===== src/rtl/fguard_pkg.sv =====
package fguard_pkg;

  typedef enum logic [1:0] {
    LVL_OPEN   = 2'b00,
    LVL_GUARD  = 2'b01,
    LVL_SEALED = 2'b10
  } prot_lvl_e;

  typedef enum logic [1:0] {
    ACC_READ  = 2'b00,
    ACC_WRITE = 2'b01,
    ACC_ERASE = 2'b10,
    ACC_BAD   = 2'b11
  } acc_e;

  // unknown code 2'b11 fails safe to the guarded level
  function automatic prot_lvl_e decode_level(input logic [1:0] code);
    case (code)
      2'b00:   return LVL_OPEN;
      2'b10:   return LVL_SEALED;
      default: return LVL_GUARD;
    endcase
  endfunction

  function automatic logic is_modify(input logic [1:0] t);
    return (t == ACC_WRITE) || (t == ACC_ERASE);
  endfunction

  function automatic logic is_read(input logic [1:0] t);
    return t == ACC_READ;
  endfunction

endpackage


===== src/rtl/fguard_cfg.sv =====
module fguard_cfg
  import fguard_pkg::*;
#(
  parameter int NSECT = 64
) (
  input  logic             clk,
  input  logic             por_n,
  input  logic             rst_n,
  input  logic [1:0]       cfg_level_i,
  input  logic [NSECT-1:0] cfg_wp_i,
  output prot_lvl_e        level_o,
  output logic [NSECT-1:0] wp_o,
  output logic             ready_o,
  output logic             sealed_o
);

  prot_lvl_e        lvl_q;
  logic [NSECT-1:0] wp_q;
  logic             ready_q;
  logic             seal_q;
  logic             capture_evt;

  // one capture per warm reset
  assign capture_evt = rst_n && !ready_q;

  always_ff @(posedge clk or negedge rst_n) begin
    if (!rst_n) begin
      lvl_q   <= LVL_GUARD;
      wp_q    <= '1;
      ready_q <= 1'b0;
    end else if (capture_evt) begin
      lvl_q   <= decode_level(cfg_level_i);
      wp_q    <= cfg_wp_i;
      ready_q <= 1'b1;
    end
  end

  // seal bit survives warm resets
  always_ff @(posedge clk or negedge por_n) begin
    if (!por_n) begin
      seal_q <= 1'b0;
    end else if (capture_evt && decode_level(cfg_level_i) == LVL_SEALED) begin
      seal_q <= 1'b1;
    end
  end

  assign level_o  = seal_q ? LVL_SEALED : lvl_q;
  assign wp_o     = wp_q;
  assign ready_o  = ready_q;
  assign sealed_o = seal_q;


  lvl_hold_chk: assert property (@(posedge clk) disable iff (!rst_n)
    ready_q |=> $stable(lvl_q) && $stable(wp_q));


  seal_keep_chk: assert property (@(posedge clk) disable iff (!por_n)
    seal_q |=> seal_q);

endmodule


===== src/rtl/fguard_policy.sv =====
module fguard_policy
  import fguard_pkg::*;
#(
  parameter int ADDR_W   = 18,
  parameter int SECT_LSB = 12,
  parameter int NSECT    = 64
) (
  input  prot_lvl_e        level_i,
  input  logic             ready_i,
  input  logic             dbg_conn_i,
  input  logic             boot_ram_i,
  input  logic [1:0]       req_type_i,
  input  logic [ADDR_W-1:0] addr_i,
  input  logic [NSECT-1:0] wp_i,
  output logic             allow_o,
  output logic             wp_hit_o,
  output logic             lockout_o
);

  localparam int SECT_W = $clog2(NSECT);

  function automatic logic [SECT_W-1:0] sector_of(input logic [ADDR_W-1:0] a);
    return a[SECT_LSB +: SECT_W];
  endfunction

  logic [SECT_W-1:0] sect;
  logic              unused_low;

  assign sect       = sector_of(addr_i);
  assign unused_low = ^addr_i[SECT_LSB-1:0];

  assign wp_hit_o  = is_modify(req_type_i) && wp_i[sect];
  assign lockout_o = (level_i == LVL_GUARD) && (dbg_conn_i || boot_ram_i);

  always_comb begin
    allow_o = ready_i;
    if (req_type_i == ACC_BAD) allow_o = 1'b0;
    if (wp_hit_o)              allow_o = 1'b0;
    if (lockout_o)             allow_o = 1'b0;
  end

endmodule


===== src/rtl/fguard_resp.sv =====
module fguard_resp #(
  parameter int DATA_W = 32
) (
  input  logic              clk,
  input  logic              rst_n,
  input  logic              req_i,
  input  logic              allow_i,
  input  logic              rd_i,
  input  logic [DATA_W-1:0] rdata_arr_i,
  output logic              grant_o,
  output logic              fault_o,
  output logic [DATA_W-1:0] rdata_o
);

  logic grant_q, fault_q, rd_q;

  always_ff @(posedge clk or negedge rst_n) begin
    if (!rst_n) begin
      grant_q <= 1'b0;
      fault_q <= 1'b0;
      rd_q    <= 1'b0;
    end else begin
      grant_q <= req_i && allow_i;
      fault_q <= req_i && !allow_i;
      rd_q    <= req_i && rd_i;
    end
  end

  assign grant_o = grant_q;
  assign fault_o = fault_q;
  assign rdata_o = (grant_q && rd_q) ? rdata_arr_i : '0;


  excl_chk: assert property (@(posedge clk) disable iff (!rst_n)
    !(grant_o && fault_o));


  idle_chk: assert property (@(posedge clk) disable iff (!rst_n)
    !req_i |=> !grant_o && !fault_o);


  rdata_zero_chk: assert property (@(posedge clk) disable iff (!rst_n)
    !grant_o |-> rdata_o == '0);

endmodule


===== src/rtl/flash_guard.sv =====
module flash_guard
  import fguard_pkg::*;
#(
  parameter int ADDR_W   = 18,
  parameter int SECT_LSB = 12,
  parameter int DATA_W   = 32,
  localparam int NSECT   = 1 << (ADDR_W - SECT_LSB)
) (
  input  logic              clk,
  input  logic              por_n,
  input  logic              rst_n,
  input  logic [1:0]        cfg_level_i,
  input  logic [NSECT-1:0]  cfg_wp_i,
  input  logic              dbg_conn_i,
  input  logic              boot_ram_i,
  input  logic              req_i,
  input  logic [1:0]        req_type_i,
  input  logic [ADDR_W-1:0] addr_i,
  input  logic [DATA_W-1:0] rdata_arr_i,
  output logic              grant_o,
  output logic              fault_o,
  output logic [DATA_W-1:0] rdata_o,
  output logic              dbg_en_o,
  output logic              ram_boot_en_o
);

  prot_lvl_e        level;
  logic [NSECT-1:0] wp;
  logic             ready;
  logic             sealed;
  logic             allow;
  logic             wp_hit;
  logic             lockout;
  logic             side_en;

  fguard_cfg #(.NSECT(NSECT)) u_cfg (
    .clk         (clk),
    .por_n       (por_n),
    .rst_n       (rst_n),
    .cfg_level_i (cfg_level_i),
    .cfg_wp_i    (cfg_wp_i),
    .level_o     (level),
    .wp_o        (wp),
    .ready_o     (ready),
    .sealed_o    (sealed)
  );

  fguard_policy #(.ADDR_W(ADDR_W), .SECT_LSB(SECT_LSB), .NSECT(NSECT)) u_policy (
    .level_i    (level),
    .ready_i    (ready),
    .dbg_conn_i (dbg_conn_i),
    .boot_ram_i (boot_ram_i),
    .req_type_i (req_type_i),
    .addr_i     (addr_i),
    .wp_i       (wp),
    .allow_o    (allow),
    .wp_hit_o   (wp_hit),
    .lockout_o  (lockout)
  );

  fguard_resp #(.DATA_W(DATA_W)) u_resp (
    .clk         (clk),
    .rst_n       (rst_n),
    .req_i       (req_i),
    .allow_i     (allow),
    .rd_i        (is_read(req_type_i)),
    .rdata_arr_i (rdata_arr_i),
    .grant_o     (grant_o),
    .fault_o     (fault_o),
    .rdata_o     (rdata_o)
  );

  // side paths open only after capture and never when sealed
  assign side_en       = ready && (level != LVL_SEALED);
  assign dbg_en_o      = side_en;
  assign ram_boot_en_o = side_en;


  sealed_dbg_chk: assert property (@(posedge clk) disable iff (!rst_n)
    sealed |-> !dbg_en_o && !ram_boot_en_o);


  wp_refuse_chk: assert property (@(posedge clk) disable iff (!rst_n)
    (req_i && wp_hit) |=> fault_o && !grant_o);


  guard_lock_chk: assert property (@(posedge clk) disable iff (!rst_n)
    (req_i && lockout) |=> fault_o);


  precap_chk: assert property (@(posedge clk) disable iff (!rst_n)
    (req_i && !ready) |=> !grant_o);

endmodule


===== config.mk =====
export PLATFORM = sky130hd
export DESIGN_NAME = flash_guard
export DESIGN_NICKNAME = d
export VERILOG_FILES = /design/src/rtl/fguard_pkg.sv /design/src/rtl/fguard_cfg.sv /design/src/rtl/fguard_policy.sv /design/src/rtl/fguard_resp.sv /design/src/rtl/flash_guard.sv
export SDC_FILE = /design/constraint.sdc
export NUM_CORES = 1
export LEC_CHECK = 0
export ABC_AREA = 1
export BUFFER_PORTS_ARGS = -buffer_cell sky130_fd_sc_hd__buf_4
export CORE_MARGIN = 10
export CORE_UTILIZATION = 25
export CTS_CLUSTER_SIZE = 20
export DETAILED_ROUTE_END_ITERATION = 8
export MAX_ROUTING_LAYER = met4
export SLEW_MARGIN = 20
export SYNTH_ARGS = -nofsm -noshare
export SYNTH_HDL_FRONTEND = slang
export SYNTH_SLANG_ARGS = --single-unit

===== constraint.sdc =====
create_clock -name clk -period 1.36 [get_ports clk]
set_input_delay 0 -clock clk [delete_from_list [all_inputs] [get_ports clk]]
set_output_delay 0 -clock clk [all_outputs]
set_load 0.005 [all_outputs]

; Word-level counts from Yosys, hierarchy flattened
; Index checks and enable logic that the tools add are counted.
[word_totals]
reg_bits = 71
latch_bits = 0
ramBits = 0
mem_bits_ro = 0
word_cells = 38
input_bits = 124
out_inout_bits = 36
mem_count = 0
[classes]
mul = 0
add_sub_neg = 0
reduce_logical = 15
div_mod_pow = 0
n_mux = 8
eq_ne = 7
bitwise_logic = 0
order_cmp = 1
n_shift = 0
[op_table]
columns = cell, count
row1 = 32-bit 2-to-1 mux, 1
row2 = 1-bit logical AND, 9
row3 = "2-bit equality test, second input constant", 4
row4 = "6-bit by 7-bit less-than comparator with 1-bit output, second input constant", 1
row5 = 1-bit binary-select mux with 6-bit select, 1
row6 = "2-bit by 1-bit equality test with 1-bit output, second input constant", 2
row7 = 2-bit zero test, 2
row8 = 1-bit 2-to-1 mux, 4
row9 = 2-bit case mux with 2 select lines, 1
row10 = 1-bit zero test, 2
row11 = 1-bit logical OR, 2
row12 = 2-bit 2-to-1 mux, 1
row13 = "2-bit != test, second input constant", 1

; Logic depth before layout (Yosys ltp)
[logic_depth]
ltp_word = 7
mapped_depth = 14
ltp_nobuf = 12

; By module
; Synthesis repeated with hierarchy kept, for this count alone.
[hier_totals]
cells_unflattened = 531
area_unflattened_um2 = 3906.2
[by_module_without_submodules]
columns = mod, seq_area_each_um2, n_inst, cells_per_inst, area_per_inst_um2
row1 = fguard_cfg, 1783.0, 1, 292, 2671.3
row2 = fguard_policy, 0.0, 1, 157, 739.5
row3 = fguard_resp, 75.1, 1, 77, 467.9
row4 = flash_guard, 0.0, 1, 5, 27.5

; Worst setup path after synthesis
; Ideal clock, no wire load.
[synth_timing]
path_kind = register to register
from = register u_cfg.wp_q[21] (netlist: u_cfg.wp_o[21])
to = register u_resp.grant_q (netlist: u_resp.grant_o)
setup_ps = 115
slack_ps = 121
t_arrival_ps = 1125
n_path_buf = 0
stages_incl_launch_ff = 12
path_cell_list = dfstp_2 -> nand2_1 -> nand3_1 -> nand3_1 -> nand2_1 -> nand2_1 -> nand3_1 -> nand2_1 -> nand2_1 -> nand3_2 -> nand2_1 -> nor2_2
[synth_via]
elab_chain_len = 6
[synth_lines]
columns = item, line
row1 = "start, declared", fguard_cfg.sv:18  ; logic [NSECT-1:0] wp_q;
row2 = "start signal, assigned", fguard_cfg.sv:33  ; wp_q <= cfg_wp_i;
row3 = 1-bit binary-select mux with 6-bit select, fguard_policy.sv:32  ; assign wp_hit_o = is_modify(req_type_i) && wp_i[sect];
row4 = 1-bit 2-to-1 mux (implied by the code), fguard_policy.sv:32
row5 = 1-bit logical AND, fguard_policy.sv:32
row6 = 1-bit 2-to-1 mux, fguard_policy.sv:38  ; if (wp_hit_o) allow_o = 1'b0;
row7 = 1-bit 2-to-1 mux, fguard_policy.sv:39  ; if (lockout_o) allow_o = 1'b0;
row8 = 1-bit logical AND, fguard_resp.sv:23  ; grant_q <= req_i && allow_i;
row9 = "end signal, assigned", fguard_resp.sv:23
row10 = "end, declared", fguard_resp.sv:15  ; logic grant_q, fault_q, rd_q;
; Every way passes these cells. The select of a mux whose other input is x is not followed.
; A chain may end at the register's enable or synchronous reset.

; Worst setup path in the final report
[layout_timing]
from = register u_cfg.wp_q[2] (netlist: u_cfg.wp_o[2])
to = register u_resp.grant_q (netlist: u_resp.grant_o)
; Same word-level chain as after synthesis.

==> summary.md <==
| Metric | Value |
|---|---|
| Outcome | complete, but fails checks |
| Violated checks | setup timing |
| Area growth from synthesis to layout | 62.4% |
| Syn nets | about 650 |
| Crit Path Max Fanout | 2 |
| Min cycle time layout | about 1.4 ns |
| Synth Flop Type | dfstp_2 |
| Multi-input gate area in the final layout | approximately 1600 um^2 |
| DRC viols | 0 |
| Hold Crit Endpoint | u_resp.rd_q$_DFF_PN0_ |
| Setup ws final | -0.0434 ns |
| Crit start category | flop |
| R2R depth | 11 |
| Mean Syn Cell Area | between 7 and 8 um^2 |
| Die Y | between 100 and 150 um |
| Pleak | approximately 3.2 nW |
| Vias per inst | ~4.2 |
| Seq cells post-synth | 71 |
| Die Area | slightly above 20,000 um^2 |
| Max clock buf depth | 2 |
| Final period util | 103% |
| Antenna-violating nets left | 0 |
| Power Dens Cells | between 800 and 900 nW/um^2 |
| Ports | between 150 and 200 |
| Crit path capture type | flop |
| Fmax | around 710 MHz |
| Antenna violations before repair | 0 |
| Iteration-0 DRC Markers | 275 |
| Initial Util | 25.7% |
| Slew @ Worst Pin | 0.849 ns |
| Place WS | -0.0545 ns |
| IO buf count | about 150 |
| Flop2flop setup slack | -0.04 ns |
| RSZ-0062 raised after global routing | true |
| First-pass GRT wire length | between 15,000 and 20,000 um |
| Clock transition at the registers of the reported paths | about 0.06 ns |
| Top post-synthesis cells by area | dfstp_2, nand2_1, nand3_1 |
| Largest net degree at the start of global routing | between 70 and 80 |
| Worst Hold Class | primary input to flop |
| Rel. slew slack | 43.4% |
| Register area | ~1900 um^2 |
| Synth async-reset ratio | 100% |
| DR pass1 iterations | 5 |
| Synth cell types | 22 |
| HPWL after detailed placement | approximately 9000 um |
| Number of flops mapped to enable cells by yosys | 0 |
| Post-synth top cells | nand2_1, dfstp_2, nand3_1, inv_1, nor2_1 |
| WP data required | about 1.6 ns |
| Reg-to-reg startpoint | u_cfg.wp_o[2]$_DFFE_PN1P_ |
| Die W | between 100 and 150 um |
| CTS tree | done |
| Final max-slew violation count | 0 |
| Final WL | approximately 13,000 um |
| Crit path kind | flop to flop |
| Num CTS Buffers | 9 |
| Hold Crit Depth | 5 |
| Data arrival, critical path | ~1.6 ns |
| Core area | roughly 15,000 um^2 |
| Mapped Cells | 527 |
| Final hold violation count | 0 |
| Global Route Usage Sum | between 10 and 15% |
| Max cap viols | 0 |
| Seq/Total Area, Yosys | approximately 50% |
| Top-area cell type share of the netlist area | around 45% |
| VDD IR max | ~0.46 mV |
| Post-CTS setup buffer count | 0 |
| Synth warn | 0 |
| CTS sink cnt | 71 |
| Fin util | between 40% and 50% |
| GPL Wtd Cong | about 0.73 |
| Setup violators final | 2 |
| Final nets | between 800 and 900 |
| Placed Area | around 5100 um^2 |
| Clk_lat worst skew | about 0.33 ns |
| Number of global-route vias before repair | ~3,800 |
| Worst R2R End | u_resp.grant_o$_DFF_PN0_ |
| CTS Root Buffer Type | clkbuf_16 |
| Antenna cells | 0 |
| Most numerous cell in the Yosys netlist | nand2_1 |
| Fillers | about 1,500 |
| Synth area leader | dfstp_2 |
| Rows | 44 |
| Worst Skew | 0.00857 ns |
| GRT overflow | 0 |
| # H-tree levels | 3 |
| Hold WS | just under 0.06 ns |
| DR vias | slightly below 4,000 |
| Synthesized area | around 3800 um^2 |
| Share of cells above drive strength 1 | about 36% |
| DR WL/cell | between 10 and 15 um |
| Sum Neg Setup Slack | -0.0600 ns |
| Hold path startpoint | req_type_i[1] |
| Post-Layout Inst Area | approximately 6100 um^2 |
## area by class of cell
class,instances,area share [%]
Clock buffer,11,4.11
Clock inverter,5,0.672
Inverter,47,3.03
Multi-Input combinational cell,380,26.6
Sequential cell,71,30.2
Tap cell,184,3.75
Timing Repair Buffer,227,31.6
## worst max path at each step
stage                               startpoint                       end  slack, ns  cells past startpoint
floorplan           u_cfg.wp_o[21]$_DFFE_PN1P_  u_resp.grant_o$_DFF_PN0_       0.12                     11
global route        u_cfg.wp_o[30]$_DFFE_PN1P_  u_resp.grant_o$_DFF_PN0_      -0.13                     11
CTS                 u_cfg.wp_o[16]$_DFFE_PN1P_  u_resp.grant_o$_DFF_PN0_      -0.03                     11
global placement    u_cfg.wp_o[17]$_DFFE_PN1P_  u_resp.grant_o$_DFF_PN0_      -0.04                     11
finish               u_cfg.wp_o[2]$_DFFE_PN1P_  u_resp.grant_o$_DFF_PN0_      -0.04                     11
detailed placement  u_cfg.wp_o[17]$_DFFE_PN1P_  u_resp.grant_o$_DFF_PN0_      -0.05                     11
## per-layer routing
| layer | global-route usage [%] | routed length, um | vias to the layer above |
|---|---|---|---|
| met5 | - | 0 | - |
| met4 | 3.85 | 142 | 0 |
| met3 | 2.92 | 777 | 16 |
| met2 | 19.5 | 5880 | 116 |
| met1 | 16.0 | 6070 | 1735 |
| li1 | - | - | 1999 |
## worst max-delay path: stages, from the launching register on
cell and delay [ns]:
dfstp_2 0.53, nand2_1 0.05, nand3_1 0.08, nand3_1 0.09
nand2_1 0.10, nand2_1 0.05, nand3_1 0.07, nand2_1 0.05
nand2_1 0.06, nand3_2 0.10, nand2_2 0.08, nor2_2 0.04
## logic make-up (layout without fill, tap and decap cells)
family / after synthesis / count (layout) / synth area share (%)
simple gates: 375 / 375 / 39.8
fa+ha+maj: 2 / 2 / 0.661
flops: 71 / 71 / 49.1
buf+inv: 76 / 290 / 9.92
compound gates: 3 / 3 / 0.463
## power by group
part	switching [mW]	total (mW)	internal (mW)
clock	0.944	2.29	1.35
sequential	0.0598	2.36	2.30
combinational	0.371	0.868	0.496
## through the flow
step / std cells / total power [mW]
global placement: 838 / 3.06
floorplan: 527 / 2.68
global route: 925 / 5.79
finish: 925 / 5.52
detailed placement: 838 / 3.08
CTS: 925 / 5.57
## state kept, by name, summed over array words and instances, names as in the netlist
signal	count
u_resp.grant_o	1
u_resp.fault_o	1
u_resp.rd_q	1
u_cfg.sealed_o	1
u_cfg.ready_o	1
u_cfg.lvl_q	2
u_cfg.wp_o	64
## timing repair
action                                  in CTS  in global routing
pin swaps                                   18                 15
endpoints found under the setup margin       4                  2
hold buffers                                71                  0
gates resized for setup                     12                  5
endpoints found under the hold margin       77                  0
## cell usage in the layout, fill, tap and decap left out
master         count
nand2_1          271
buf_4            151
dlygate4sd3_1     71
dfstp_2           65
inv_1             44
nand3_1           41
nor2_1            34
nand2_2           13
nand3_2           12
clkbuf_16          9
dfrtp_1            6
buf_12             5
ha_1               2
clkbuf_8           2
clkinvlp_4         2
clkinv_4           2
a211oi_2           1
inv_8              1
inv_4              1
nor4_1             1
nor3_1             1
nor2_2             1
a21oi_2            1
nor2_4             1
inv_2              1
a21oi_1            1
inv_6              1
(Power assumes the default switching activity.)
